`src/rtl/wdg_pkg.sv`:
```
package wdg_pkg;

  typedef enum logic [2:0] {
    PH_POR    = 3'd0,
    PH_LEAD   = 3'd1,
    PH_CLOSED = 3'd2,
    PH_OPEN   = 3'd3,
    PH_SHORT  = 3'd4
  } wdg_phase_e;

  function automatic int max_of(input int a, input int b);
    return (a > b) ? a : b;
  endfunction

endpackage

```
`src/rtl/wdg_edge_sync.sv`:
```
module wdg_edge_sync #(
  parameter int STAGES = 2
) (
  input  logic clk,
  input  logic rst_n,
  input  logic din_i,
  output logic rise_o
);

  logic [STAGES:0] sh_q;

  always_ff @(posedge clk or negedge rst_n) begin
    if (!rst_n) sh_q <= '0;
    else        sh_q <= {sh_q[STAGES-1:0], din_i};
  end

  assign rise_o = sh_q[STAGES-1] & ~sh_q[STAGES];

  // a detected rise lasts exactly one clock
  p_rise_single_r10: assert property (@(posedge clk) disable iff (!rst_n)
    rise_o |=> !rise_o);

endmodule

```
`src/rtl/wdg_interval_timer.sv`:
```
module wdg_interval_timer #(
  parameter int CW = 8
) (
  input  logic          clk,
  input  logic          rst_n,
  input  logic          clear_i,
  input  logic          tick_i,
  input  logic [CW-1:0] limit_i,
  output logic          done_o
);

  localparam logic [CW-1:0] ONE = CW'(1);

  logic [CW-1:0] cnt_q;

  assign done_o = tick_i && (cnt_q == limit_i - ONE);

  always_ff @(posedge clk or negedge rst_n) begin
    if (!rst_n)       cnt_q <= '0;
    else if (clear_i) cnt_q <= '0;
    else if (tick_i)  cnt_q <= done_o ? '0 : cnt_q + ONE;
  end

  // the shared count never passes the limit of the running interval
  p_count_below_limit_r4: assert property (@(posedge clk) disable iff (!rst_n)
    cnt_q < limit_i);

endmodule

```
`src/rtl/wdg_phase_ctrl.sv`:
```
module wdg_phase_ctrl
  import wdg_pkg::*;
#(
  parameter int CW       = 8,
  parameter int POR_T    = 8,
  parameter int LEAD_T   = 8,
  parameter int CLOSED_T = 8,
  parameter int OPEN_T   = 8,
  parameter int SHORT_T  = 4
) (
  input  logic          clk,
  input  logic          rst_n,
  input  logic          supply_low_i,
  input  logic          rise_i,
  input  logic          done_i,
  output logic          clear_o,
  output logic [CW-1:0] limit_o,
  output logic          release_o,
  output logic          sync_o
);

  localparam logic [CW-1:0] L_POR    = CW'(POR_T);
  localparam logic [CW-1:0] L_LEAD   = CW'(LEAD_T);
  localparam logic [CW-1:0] L_CLOSED = CW'(CLOSED_T);
  localparam logic [CW-1:0] L_OPEN   = CW'(OPEN_T);
  localparam logic [CW-1:0] L_SHORT  = CW'(SHORT_T);

  wdg_phase_e phase_q, phase_d;
  logic       sync_q, sync_d;
  logic       rel_q, rel_d;

  always_comb begin
    phase_d = phase_q;
    sync_d  = sync_q;
    if (supply_low_i) begin
      phase_d = PH_POR;
      sync_d  = 1'b0;
    end else begin
      unique case (phase_q)
        PH_POR: if (done_i) phase_d = PH_LEAD;
        PH_LEAD: begin
          if (rise_i) begin
            phase_d = PH_CLOSED;
            sync_d  = 1'b1;
          end else if (done_i) begin
            phase_d = PH_POR;
          end
        end
        PH_CLOSED: begin
          if (rise_i) begin
            phase_d = PH_SHORT;
            sync_d  = 1'b0;
          end else if (done_i) begin
            phase_d = PH_OPEN;
          end
        end
        PH_OPEN: begin
          if (rise_i) begin
            phase_d = PH_CLOSED;
          end else if (done_i) begin
            phase_d = PH_SHORT;
            sync_d  = 1'b0;
          end
        end
        PH_SHORT: if (done_i) phase_d = PH_LEAD;
        default: begin
          phase_d = PH_POR;
          sync_d  = 1'b0;
        end
      endcase
    end
  end

  assign rel_d   = (phase_d == PH_LEAD) || (phase_d == PH_CLOSED) || (phase_d == PH_OPEN);
  assign clear_o = supply_low_i || (phase_d != phase_q);

  always_comb begin
    unique case (phase_q)
      PH_LEAD:   limit_o = L_LEAD;
      PH_CLOSED: limit_o = L_CLOSED;
      PH_OPEN:   limit_o = L_OPEN;
      PH_SHORT:  limit_o = L_SHORT;
      default:   limit_o = L_POR;
    endcase
  end

  always_ff @(posedge clk or negedge rst_n) begin
    if (!rst_n) begin
      phase_q <= PH_POR;
      sync_q  <= 1'b0;
      rel_q   <= 1'b0;
    end else begin
      phase_q <= phase_d;
      sync_q  <= sync_d;
      rel_q   <= rel_d;
    end
  end

  assign release_o = rel_q;
  assign sync_o    = sync_q;

  // lead-in expiry without an edge returns to the long reset
  p_lead_expiry_por_r3: assert property (@(posedge clk) disable iff (!rst_n)
    (phase_q == PH_LEAD && done_i && !rise_i && !supply_low_i) |=> (phase_q == PH_POR));

  // an edge on the final lead-in tick is accepted
  p_lead_edge_wins_r11: assert property (@(posedge clk) disable iff (!rst_n)
    (phase_q == PH_LEAD && rise_i && !supply_low_i) |=> (phase_q == PH_CLOSED && sync_o));

  // an early edge ends in a short reset
  p_closed_edge_fails_r5: assert property (@(posedge clk) disable iff (!rst_n)
    (phase_q == PH_CLOSED && rise_i && !supply_low_i) |=> (phase_q == PH_SHORT && !release_o));

  // an edge inside the open window re-arms the closed window
  p_open_edge_rearms_r4: assert property (@(posedge clk) disable iff (!rst_n)
    (phase_q == PH_OPEN && rise_i && !supply_low_i) |=> (phase_q == PH_CLOSED && release_o));

  // an open window without an edge ends in a short reset
  p_open_expiry_short_r6: assert property (@(posedge clk) disable iff (!rst_n)
    (phase_q == PH_OPEN && done_i && !rise_i && !supply_low_i) |=> (phase_q == PH_SHORT));

  // the short reset hands over to a lead-in window
  p_short_to_lead_r7: assert property (@(posedge clk) disable iff (!rst_n)
    (phase_q == PH_SHORT && done_i && !supply_low_i) |=> (phase_q == PH_LEAD && release_o));

endmodule

```
`src/rtl/wdg_supervisor.sv`:
```
module wdg_supervisor
  import wdg_pkg::*;
#(
  parameter int POR_TICKS    = 5520,
  parameter int LEAD_TICKS   = 5520,
  parameter int CLOSED_TICKS = 980,
  parameter int OPEN_TICKS   = 780,
  parameter int SHORT_TICKS  = 162,
  parameter int SYNC_STAGES  = 2
) (
  input  logic clk,
  input  logic rst_n,
  input  logic tick_i,
  input  logic trig_i,
  input  logic supply_low_i,
  output logic rst_n_o,
  output logic sync_o
);

  localparam int MAX_T = max_of(max_of(max_of(POR_TICKS, LEAD_TICKS),
                                       max_of(CLOSED_TICKS, OPEN_TICKS)), SHORT_TICKS);
  localparam int CW    = $clog2(MAX_T + 1);

  logic          rise;
  logic          done;
  logic          clear;
  logic [CW-1:0] limit;

  wdg_edge_sync #(.STAGES(SYNC_STAGES)) u_sync (
    .clk    (clk),
    .rst_n  (rst_n),
    .din_i  (trig_i),
    .rise_o (rise)
  );

  wdg_interval_timer #(.CW(CW)) u_timer (
    .clk     (clk),
    .rst_n   (rst_n),
    .clear_i (clear),
    .tick_i  (tick_i),
    .limit_i (limit),
    .done_o  (done)
  );

  wdg_phase_ctrl #(
    .CW       (CW),
    .POR_T    (POR_TICKS),
    .LEAD_T   (LEAD_TICKS),
    .CLOSED_T (CLOSED_TICKS),
    .OPEN_T   (OPEN_TICKS),
    .SHORT_T  (SHORT_TICKS)
  ) u_ctrl (
    .clk          (clk),
    .rst_n        (rst_n),
    .supply_low_i (supply_low_i),
    .rise_i       (rise),
    .done_i       (done),
    .clear_o      (clear),
    .limit_o      (limit),
    .release_o    (rst_n_o),
    .sync_o       (sync_o)
  );

  // a low supply holds the host in reset from the next clock on
  p_supply_holds_reset_r8: assert property (@(posedge clk) disable iff (!rst_n)
    $past(supply_low_i) |-> (!rst_n_o && !sync_o));

  // the sync flag is never shown while the host is in reset
  p_sync_needs_release_r9: assert property (@(posedge clk) disable iff (!rst_n)
    sync_o |-> rst_n_o);

endmodule

```
`config.mk`:
```
export PLATFORM = sky130hd
export DESIGN_NAME = wdg_supervisor
export DESIGN_NICKNAME = d
export VERILOG_FILES = /design/src/rtl/wdg_pkg.sv /design/src/rtl/wdg_edge_sync.sv /design/src/rtl/wdg_interval_timer.sv /design/src/rtl/wdg_phase_ctrl.sv /design/src/rtl/wdg_supervisor.sv
export SDC_FILE = /design/constraint.sdc
export NUM_CORES = 1
export LEC_CHECK = 0
export ABC_AREA = 0
export CAP_MARGIN = 25
export CORE_MARGIN = 5
export CORE_UTILIZATION = 62
export DETAILED_ROUTE_END_ITERATION = 8
export GPL_TIMING_DRIVEN = 0
export PLACE_DENSITY = 0.82
export SLEW_MARGIN = 20
export SYNTH_ARGS = -nofsm -noshare
export SYNTH_HDL_FRONTEND = slang
export SYNTH_SLANG_ARGS = --single-unit
export TNS_END_PERCENT = 50
```
`constraint.sdc`:
```
create_clock -name clk -period 4.2 [get_ports clk]
set_input_delay 1.26 -clock clk [delete_from_list [all_inputs] [get_ports clk]]
set_output_delay 1.26 -clock clk [all_outputs]
set_load 0.01 [all_outputs]
```
==> metrics.txt <==
run status finished clean; Yosys cell types 46; non-filler instance count after layout 166; CTS Buffer Depth 2; vias in the first global route 1,017; Worst setup EP type flop; Avg WL per Cell 15.1 um; initial antenna violation count 0; Max Clk Rate 369 MHz; R2R Setup Slk 1.49 ns; HPWL Detailed 1810 um; CP Cell Sequence buf_6 -> or3b_4 -> buf_6 -> ha_1 -> xnor2_1 -> nor4_2 -> o2111ai_4 -> o221ai_2 -> buf_4 -> nor2_1; post-synthesis cell count 129; Syn. warnings 0; Placed Cells 161; IO Pins 7; Hold-fix buffers, CTS 0; fill count 172; Worst EP arrival 2.91 ns; Tot GR Track Use 0.178; Seq/Total Area, Yosys 0.414; Setup Buffers After CTS 0; antenna diode count 0; vias per cell 5.93; mapped cell area 0.00127 mm2; Period minus WS final 2.71 ns; Final ANT Viol Nets 0; number of synthesized register bits 21; post-synthesis area per instance 9.84 um2; Crit Path Class flop to flop; Hold WC Path Type flop to flop; share of post-route cells with drive strength above 1 0.129; port buffer count 5; largest family of logic cells by synthesized area simple AND/OR/NAND/NOR gates; RSZ-0062 raised after global routing no; Pleak 0.552 nW; largest net degree at the start of global routing 22; Worst Path Buf+Inv 3; Power Dens Cells 253 mW/mm2; Crit path largest cell delay 0.39 ns; CTS tree yes; Initial Util 0.647; area fraction in compound gates after synthesis 0.140; peak supply drop 235 uV; 1st-iter DRT viols 26; setup TNS 0 ns; first-pass GRT wire length 4420 um; mux contribution to synthesized area 0.0335; number of DRC violations after detailed routing 0; worst slew pin tran 0.445 ns; post-cts sizing count 0; Final setup viols 0; Worst EP required 4.41 ns; Root Driver clkbuf_4; drt pass-1 iters 4; CTS Sinks 21; # rows 16; ys flop type dfrtp_1; final core occ 0.711; Slew Limit Fails 0; fin worst setup slack 1.49 ns; adder-cell share of the synthesized area 0.0197; commonest cells after routing, fill and taps aside 22 x nor2_1, 21 x dfrtp_1, 8 x nand2_1, 8 x xor2_1, 7 x xnor2_1; commonest non-fill, non-tap cell in the layout nor2_1; Core Area 0.00196 mm2; CTS HTree Levels 1; Crit-path slowest cell dfrtp_1; routability congestion estimate from global placement 0.826; Synth Area in Simple Gates 0.242; syn_nets 136; Clk Latency, worst-skew pair 0.32 ns; crit-path max FO 10; Clock transition at path regs 0.12 ns; endpoints failing hold 0; die area 0.00305 mm2; P&R area growth vs syn 9.96%; fin crit share 0.645; skew final 0.0132 ns; die height 55.2 um; CTS buffer count 3; startpoint types flop; grt ovf 0; XOR/XNOR Fraction of Synth Area 0.104; CP top delay family simple AND/OR/NAND/NOR gates; max_slew headroom 0.703; Routed WL 2510 um; Most common cell on crit path buf_6; FFs w/ async S/R, synth 1.00; nets@finish 147; EDFF count, synth 0; Post-Place Worst Slack 1.22 ns; die width 55.2 um; routed vias 984; # Max-Cap Violations 0
-- cells in the mapped netlist (all sizes together), types with 2 or more instances --
master / count / share of area
nor2: 22 / 0.065
dfrtp: 21 / 0.41
nand2: 8 / 0.024
xor2: 8 / 0.055
xnor2: 7 / 0.048
inv: 5 / 0.015
nor3: 5 / 0.020
nand3: 4 / 0.016
buf: 3 / 0.024
clkbuf: 3 / 0.0089
mux2i: 3 / 0.034
nand2b: 3 / 0.015
nand4: 3 / 0.015
a21oi: 2 / 0.0079
a31oi: 2 / 0.022
ha: 2 / 0.020
nor2b: 2 / 0.0099
nor4: 2 / 0.015
o2111ai: 2 / 0.028
or2: 2 / 0.0099
or3b: 2 / 0.016
-- power breakdown --
part / switching (mW) / internal [mW]
registers: 0.00376 / 0.207
clock network: 0.0631 / 0.0357
logic: 0.0250 / 0.0190
-- state kept, by name, indices dropped and copies added (netlist names) --
name,cells
u_sync.sh_q,3
u_ctrl.sync_o,1
u_ctrl.phase_q,3
u_ctrl.release_o,1
u_timer.cnt_q,13
-- kinds of logic (layout without fill, tap and decap cells) --
logic type / after synthesis / count (layout)
and+or+nand+nor: 59 / 59
muxes: 3 / 3
DFF: 21 / 21
xor gates and xnor gates: 15 / 15
AOI/OAI and AO/OA: 18 / 18
adders and majority gates: 2 / 2
buffers and inverters: 11 / 21
-- worst reg2reg max path, delay by kind of cell, from the launching register on --
family / cells / cell delay [ns]
simple gates: 3 / 0.76
compound gates: 2 / 0.52
buf+inv: 3 / 0.50
flops: 1 / 0.39
fa+ha+maj: 1 / 0.28
xor+xnor: 1 / 0.14
-- per-stage QoR --
step / hold slack, ns / cell area [um2] / power [mW]
2_1_floorplan: 0.331 / 1270 / 0.242
3_3_place_gp: 0.335 / 1350 / 0.254
3_5_place_dp: 0.365 / 1350 / 0.257
4_1_cts: 0.405 / 1380 / 0.355
5_1_grt: 0.410 / 1400 / 0.370
6_report: 0.409 / 1400 / 0.353
-- cell type report --
class | instances | area [um2] | area share
multi-input cells | 97 | 683 | 0.490
flip-flops and latches | 21 | 526 | 0.377
repair buffers | 6 | 65.1 | 0.0466
plain buffers | 6 | 41.3 | 0.0296
well taps | 27 | 33.8 | 0.0242
clock buffers | 3 | 22.5 | 0.0161
inverters | 5 | 18.8 | 0.0135
clock inverters | 1 | 5.00 | 0.00359
-- layer usage --
metal  track usage  routed length (um)  up-vias
met5             0                   0        -
met4         0.104                  91        0
met3        0.0326                  75       11
met2         0.301                1280       21
met1         0.209                1060      479
li1              -                   -      473
-- path summary, 6_finish.rpt --
check                           cells after the start                           end                        start
worst max-delay path                               10  u_timer.cnt_q[3]$_DFFE_PN0P_  u_ctrl.phase_q[1]$_DFF_PN0_
worst min-delay path                                0      u_sync.sh_q[2]$_DFF_PN0_     u_sync.sh_q[1]$_DFF_PN0_
worst max register to register                     10  u_timer.cnt_q[3]$_DFFE_PN0P_  u_ctrl.phase_q[1]$_DFF_PN0_
worst min register to register                      0      u_sync.sh_q[2]$_DFF_PN0_     u_sync.sh_q[1]$_DFF_PN0_
max in group asynchronous                           2      u_sync.sh_q[1]$_DFF_PN0_                        rst_n
min in group asynchronous                           1  u_timer.cnt_q[2]$_DFFE_PN0P_                        rst_n
Note: power is estimated with default switching activity, not from simulation.
